$ cat src/rtl/semPkg.sv
package semPkg;
  localparam int unsigned SEM_COUNT = 3;
  localparam int unsigned ENG_COUNT = 2;

  typedef enum logic [1:0] {
    PH_IDLE,
    PH_SETUP,
    PH_RUN
  } phaseT;

  typedef struct packed {
    logic [SEM_COUNT-1:0] takeOk;
    logic [SEM_COUNT-1:0] claim;
    logic [SEM_COUNT-1:0] free;
    logic                 errSet;
    logic                 errClr;
    logic                 rdLoad;
  } semStrobeT;
endpackage

$ cat src/rtl/semCtrl.sv
module semCtrl
  import semPkg::*;
#(
  parameter int unsigned ADDR_W = 2,
  parameter int unsigned DATA_W = 8
) (
  input  logic                 clk,
  input  logic                 rstN,
  input  logic [ADDR_W-1:0]    hostAddr,
  input  logic                 hostRd,
  input  logic                 hostWr,
  input  logic [DATA_W-1:0]    hostWdata,
  input  logic                 taskStart,
  input  logic                 setupDone,
  input  logic                 taskEnd,
  input  logic [ENG_COUNT-1:0] engTake,
  input  logic [ENG_COUNT-1:0] engRelease,
  input  logic [SEM_COUNT-1:0] semNow,
  output semStrobeT            strobe,
  output logic                 taskActive
);
  localparam logic [ADDR_W-1:0] ERR_ADDR = ADDR_W'(SEM_COUNT);

  phaseT phase, phaseNxt;
  logic [SEM_COUNT-1:0] seqTake, seqFree, takeReq, hostHit;
  logic [SEM_COUNT-1:0] engTakeW, engRelW;
  logic writeOne;

  assign engTakeW = SEM_COUNT'(engTake);
  assign engRelW  = SEM_COUNT'(engRelease);
  assign writeOne = hostWr && (hostWdata == DATA_W'(1));

  // task sequencer: claims lock 0 at start, lock 1 after setup
  always_comb begin
    phaseNxt = phase;
    seqTake  = '0;
    seqFree  = '0;
    unique case (phase)
      PH_IDLE: begin
        if (taskStart) begin
          seqTake[0] = 1'b1;
          if (semNow[0]) phaseNxt = PH_SETUP;
        end
      end
      PH_SETUP: begin
        if (taskEnd) begin
          seqFree[0] = 1'b1;
          phaseNxt   = PH_IDLE;
        end else if (setupDone) begin
          seqTake[1] = 1'b1;
          if (semNow[1]) begin
            phaseNxt = PH_RUN;
          end else begin
            seqFree[0] = 1'b1;
            phaseNxt   = PH_IDLE;
          end
        end
      end
      PH_RUN: begin
        if (taskEnd) begin
          seqFree[0] = 1'b1;
          seqFree[1] = 1'b1;
          phaseNxt   = PH_IDLE;
        end
      end
      default: phaseNxt = PH_IDLE;
    endcase
  end

  always_ff @(posedge clk or negedge rstN) begin
    if (!rstN) phase <= PH_IDLE;
    else       phase <= phaseNxt;
  end

  assign taskActive = (phase != PH_IDLE);

  always_comb begin
    for (int i = 0; i < SEM_COUNT; i++) begin
      hostHit[i] = (hostAddr == ADDR_W'(i));
    end
  end

  assign takeReq = engTakeW | seqTake;

  always_comb begin
    strobe.takeOk = takeReq & semNow;
    strobe.errSet = |(takeReq & ~semNow);
    strobe.claim  = hostRd ? hostHit : '0;
    strobe.free   = engRelW | seqFree | (writeOne ? hostHit : '0);
    strobe.errClr = writeOne && (hostAddr == ERR_ADDR);
    strobe.rdLoad = hostRd;
  end
endmodule

$ cat src/rtl/semDatapath.sv
module semDatapath
  import semPkg::*;
#(
  parameter int unsigned ADDR_W = 2,
  parameter int unsigned DATA_W = 8
) (
  input  logic                 clk,
  input  logic                 rstN,
  input  semStrobeT            strobe,
  input  logic [ADDR_W-1:0]    hostAddr,
  output logic [SEM_COUNT-1:0] semNow,
  output logic                 errFlag,
  output logic [DATA_W-1:0]    hostRdata
);
  localparam logic [ADDR_W-1:0] ERR_ADDR = ADDR_W'(SEM_COUNT);

  logic [SEM_COUNT-1:0] semNxt;
  logic rdBit;

  // clears first, then frees: a release in the same cycle wins
  assign semNxt = (semNow & ~(strobe.takeOk | strobe.claim)) | strobe.free;

  always_comb begin
    rdBit = 1'b0;
    for (int i = 0; i < SEM_COUNT; i++) begin
      if (hostAddr == ADDR_W'(i)) rdBit = semNow[i] & ~strobe.takeOk[i];
    end
    if (hostAddr == ERR_ADDR) rdBit = errFlag;
  end

  always_ff @(posedge clk or negedge rstN) begin
    if (!rstN) begin
      semNow    <= '1;
      errFlag   <= 1'b0;
      hostRdata <= '0;
    end else begin
      semNow  <= semNxt;
      errFlag <= (errFlag & ~strobe.errClr) | strobe.errSet;
      if (strobe.rdLoad) hostRdata <= DATA_W'(rdBit);
    end
  end
endmodule

$ cat src/rtl/semaphoreBank.sv
module semaphoreBank
  import semPkg::*;
#(
  parameter int unsigned ADDR_W = 2,
  parameter int unsigned DATA_W = 8
) (
  input  logic                 clk,
  input  logic                 rstN,
  input  logic [ADDR_W-1:0]    hostAddr,
  input  logic                 hostRd,
  input  logic                 hostWr,
  input  logic [DATA_W-1:0]    hostWdata,
  output logic [DATA_W-1:0]    hostRdata,
  input  logic                 taskStart,
  input  logic                 setupDone,
  input  logic                 taskEnd,
  input  logic [ENG_COUNT-1:0] engTake,
  input  logic [ENG_COUNT-1:0] engRelease,
  output logic                 errFlag,
  output logic                 taskActive
);
  semStrobeT strobe;
  logic [SEM_COUNT-1:0] semNow;

  semCtrl #(.ADDR_W(ADDR_W), .DATA_W(DATA_W)) ctrl (
    .clk(clk), .rstN(rstN), .hostAddr(hostAddr), .hostRd(hostRd),
    .hostWr(hostWr), .hostWdata(hostWdata), .taskStart(taskStart),
    .setupDone(setupDone), .taskEnd(taskEnd), .engTake(engTake),
    .engRelease(engRelease), .semNow(semNow), .strobe(strobe),
    .taskActive(taskActive)
  );

  semDatapath #(.ADDR_W(ADDR_W), .DATA_W(DATA_W)) dpath (
    .clk(clk), .rstN(rstN), .strobe(strobe), .hostAddr(hostAddr),
    .semNow(semNow), .errFlag(errFlag), .hostRdata(hostRdata)
  );
endmodule

$ cat config.mk
export PLATFORM = sky130hd
export DESIGN_NAME = semaphoreBank
export DESIGN_NICKNAME = d
export VERILOG_FILES = /design/src/rtl/semPkg.sv /design/src/rtl/semCtrl.sv /design/src/rtl/semDatapath.sv /design/src/rtl/semaphoreBank.sv
export SDC_FILE = /design/constraint.sdc
export NUM_CORES = 1
export LEC_CHECK = 0
export ABC_CLOCK_PERIOD_IN_PS = 2000
export CORE_MARGIN = 2
export CORE_UTILIZATION = 37
export DETAILED_ROUTE_END_ITERATION = 8
export GPL_TIMING_DRIVEN = 0
export MAX_ROUTING_LAYER = met4
export PLACE_DENSITY_LB_ADDON = 0.08
export SYNTH_ARGS = -nofsm -noshare
export SYNTH_HDL_FRONTEND = slang
export SYNTH_SLANG_ARGS = --single-unit
export TNS_END_PERCENT = 10
$ cat constraint.sdc
create_clock -name clk -period 2 [get_ports clk]
set_input_delay 0.2 -clock clk [delete_from_list [all_inputs] [get_ports clk]]
set_output_delay 0.2 -clock clk [all_outputs]
set_load 0.1 [all_outputs]
==> flow_metrics.tcl <==
set metrics [dict create \
    skew_ns 0.00148 \
    die_x_um 42.5 \
    critical_path_class "flop to output port" \
    fp.dieH_um 42.5 \
    synth_ff_type "dfrtp_1" \
    hold_viol 0 \
    crit_chain "clkdlybuf4s50_1" \
    powerDensity_nw_per_um2 998 \
    min_period_ns 1.93 \
    insertion_delay_ns 0.26 \
    synth_area_um2 549 \
    cp.buffers_inverters 1 \
    timing.fmax_ghz 0.517 \
    cp_top_family "buffers and inverters" \
    grt_usage 0.157 \
    finalWorstSetupSlack_ns 0.0667 \
    slowest_delay_ns 1.13 \
    layout_commonest_cell "clkdlybuf4s50_1" \
    postCtsSetupBuffers 0 \
    busiest_layer "met2" \
    routed_wl_um 1130 \
    setup_violations 0 \
    grt-ovfl-total 0 \
    cap_violations 0 \
    antenna_cells 0 \
    worst_r2r_endpoint "ctrl.phase[0]" \
    worstMarginPinSlew_ns 0.960 \
    grt_util_met2 0.252 \
    syn2layout_area_growth_pct 53.1 \
    layout_common_cells "20 x clkdlybuf4s50_1, 8 x inv_1, 7 x nand2_1, 7 x buf_4, 7 x conb_1" \
    start_util 0.407 \
    hpwl_um 984 \
    clk_path_buf_depth 2 \
    slew_viol_final 0 \
    ios 31 \
    rr_worst_depth 5 \
    ys.warnings.count 0 \
    cp.required_ns 1.80 \
    arrival_ns 1.73 \
    htreeDepth 1 \
    clk_pin_slew_ns 0.05 \
    fillerInstances 133 \
    synth_cells 64 \
    ys_types 29 \
    drc_errors 0 \
    total_leakage_power_nw 0.378 \
    gr-usage-met1 0.161 \
    portBuffers 22 \
    routedWlPerCell_um 10.2 \
    ant_nets 0 \
    synth_area_leaders "dfrtp_1 18%, dfstp_2 14%, buf_4 9.6%" \
    holdWs_ns 0.204 \
    status "complete, no violations" \
    syn_avg_cell_area_um2 8.58 \
    worst_setup_path_start_kind "flop" \
    rows 13 \
    first_iter_violations 3 \
    vias_per_cell 4.67 \
    antenna_found_initial 0 \
    numCtsBuffers 3 \
    met3_usage 0.0733 \
    fin_crit_sh 0.967 \
    drive_above_1_share 0.177 \
    utilization 0.623 \
    nets 122 \
    slew_headroom 0.358 \
    yosysSeqAreaShare 0.326 \
    grt_pass1_vias 497 \
    path_max_fanout 2 \
    cts_sinks 7 \
    synth_top_area_share 0.182 \
    ctsRootBufferMaster "clkbuf_4" \
    crit_path_end_kind "output port" \
    cts_tree "built" \
    gp_congestion 0.735 \
    tns_ns 0 \
    synth.ff_latch_count 7 \
    async_flop_share 1.00 \
    rsz0062_at_grt "false" \
    grt_max_degree 11 \
    reg2reg_slack_ns 0.41 \
    vias 518 \
    firstDrtPassIters 2 \
    synth_top_cell_by_area "dfrtp_1" \
    hold_path.class "input pin to async pin" \
    grt_pass1_wl_um 2020 \
    rr_startpoint "ctrl.phase[1]" \
    core_um2 1350 \
    vdd_drop_max_uv 762 \
    critical-path-slowest-cell "clkdlybuf4s50_1" \
    dieArea_um2 1810 \
    synth_edf_count 0 \
    dp_slack_ns -0.0524 \
]
-- flip-flops by register name, indices dropped and copies added, names as in the netlist --
register,flops
dpath.hostRdata,1
dpath.errFlag,1
ctrl.phase,2
dpath.semNow,3
-- layer usage --
metal | routed length, um | up-vias | part of all wire
met5 | 0 | - | 0
met4 | 23 | 0 | 0.020
met3 | 137 | 4 | 0.12
met2 | 520 | 26 | 0.46
met1 | 451 | 214 | 0.40
li1 | - | 274 | -
-- cell families (layout without fill, tap and decap cells) --
kind of cell	count (synthesis)	after routing	share of synthesized area
mux	2	2	0.0387
flops	7	7	0.326
fa+ha+maj	4	4	0.0911
simple gates	18	18	0.185
buf+inv	16	42	0.157
compound gates	16	16	0.196
other cells	1	7	0.00683
-- layout make-up --
| class | instances | area (um^2) | area share |
|---|---|---|---|
| clock buffers | 4 | 26.3 | 0.0313 |
| inverters | 8 | 30.0 | 0.0357 |
| repair buffers | 22 | 224 | 0.266 |
| flip-flops and latches | 7 | 179 | 0.213 |
| well taps | 15 | 18.8 | 0.0223 |
| plain buffers | 8 | 56.3 | 0.0670 |
| multi-input cells | 47 | 307 | 0.365 |
-- report_power, final --
group | internal, W | switching [W] | total, W
clock network | 0.0000764 | 0.0000563 | 0.000133
logic | 0.000170 | 0.000328 | 0.000498
registers | 0.000184 | 0.0000238 | 0.000208
total | 0.000431 | 0.000408 | 0.000839
-- cells in the mapped netlist (2+ instances only) --
| cell | count |
|---|---|
| nand3_1 | 2 |
| nand2_1 | 7 |
| dfrtp_1 | 4 |
| buf_4 | 7 |
| a21oi_1 | 4 |
| o21ai_0 | 4 |
| ha_1 | 4 |
| nand3b_1 | 2 |
| inv_1 | 8 |
| dfstp_2 | 3 |
-- worst max path at each step --
stage               endpoint  slack, ns               start  cells after the start
6_report        hostRdata[0]       0.07  dpath.hostRdata[0]                      1
5_1_grt         hostRdata[0]       0.03  dpath.hostRdata[0]                      1
4_1_cts              errFlag      0.001       dpath.errFlag                      1
3_5_place_dp      taskActive      -0.05       ctrl.phase[0]                      4
3_3_place_gp      taskActive      -0.03       ctrl.phase[0]                      4
2_1_floorplan  ctrl.phase[0]       0.55       ctrl.phase[1]                      5
-- per-stage QoR --
stage	cells	power [W]	instance area, um^2
after floorplan	70	0.000589	572
after global placement	107	0.000707	811
after detailed placement	107	0.000715	811
after CTS	111	0.000848	838
after global routing	111	0.000907	841
final	111	0.000839	841
-- what timing repair did --
action	in CTS	in global routing
hold buffers	0	0
setup endpoints to repair	1	1
resized for setup	3	1
cloned	0	0
Note: power is estimated with default switching activity, not from simulation.
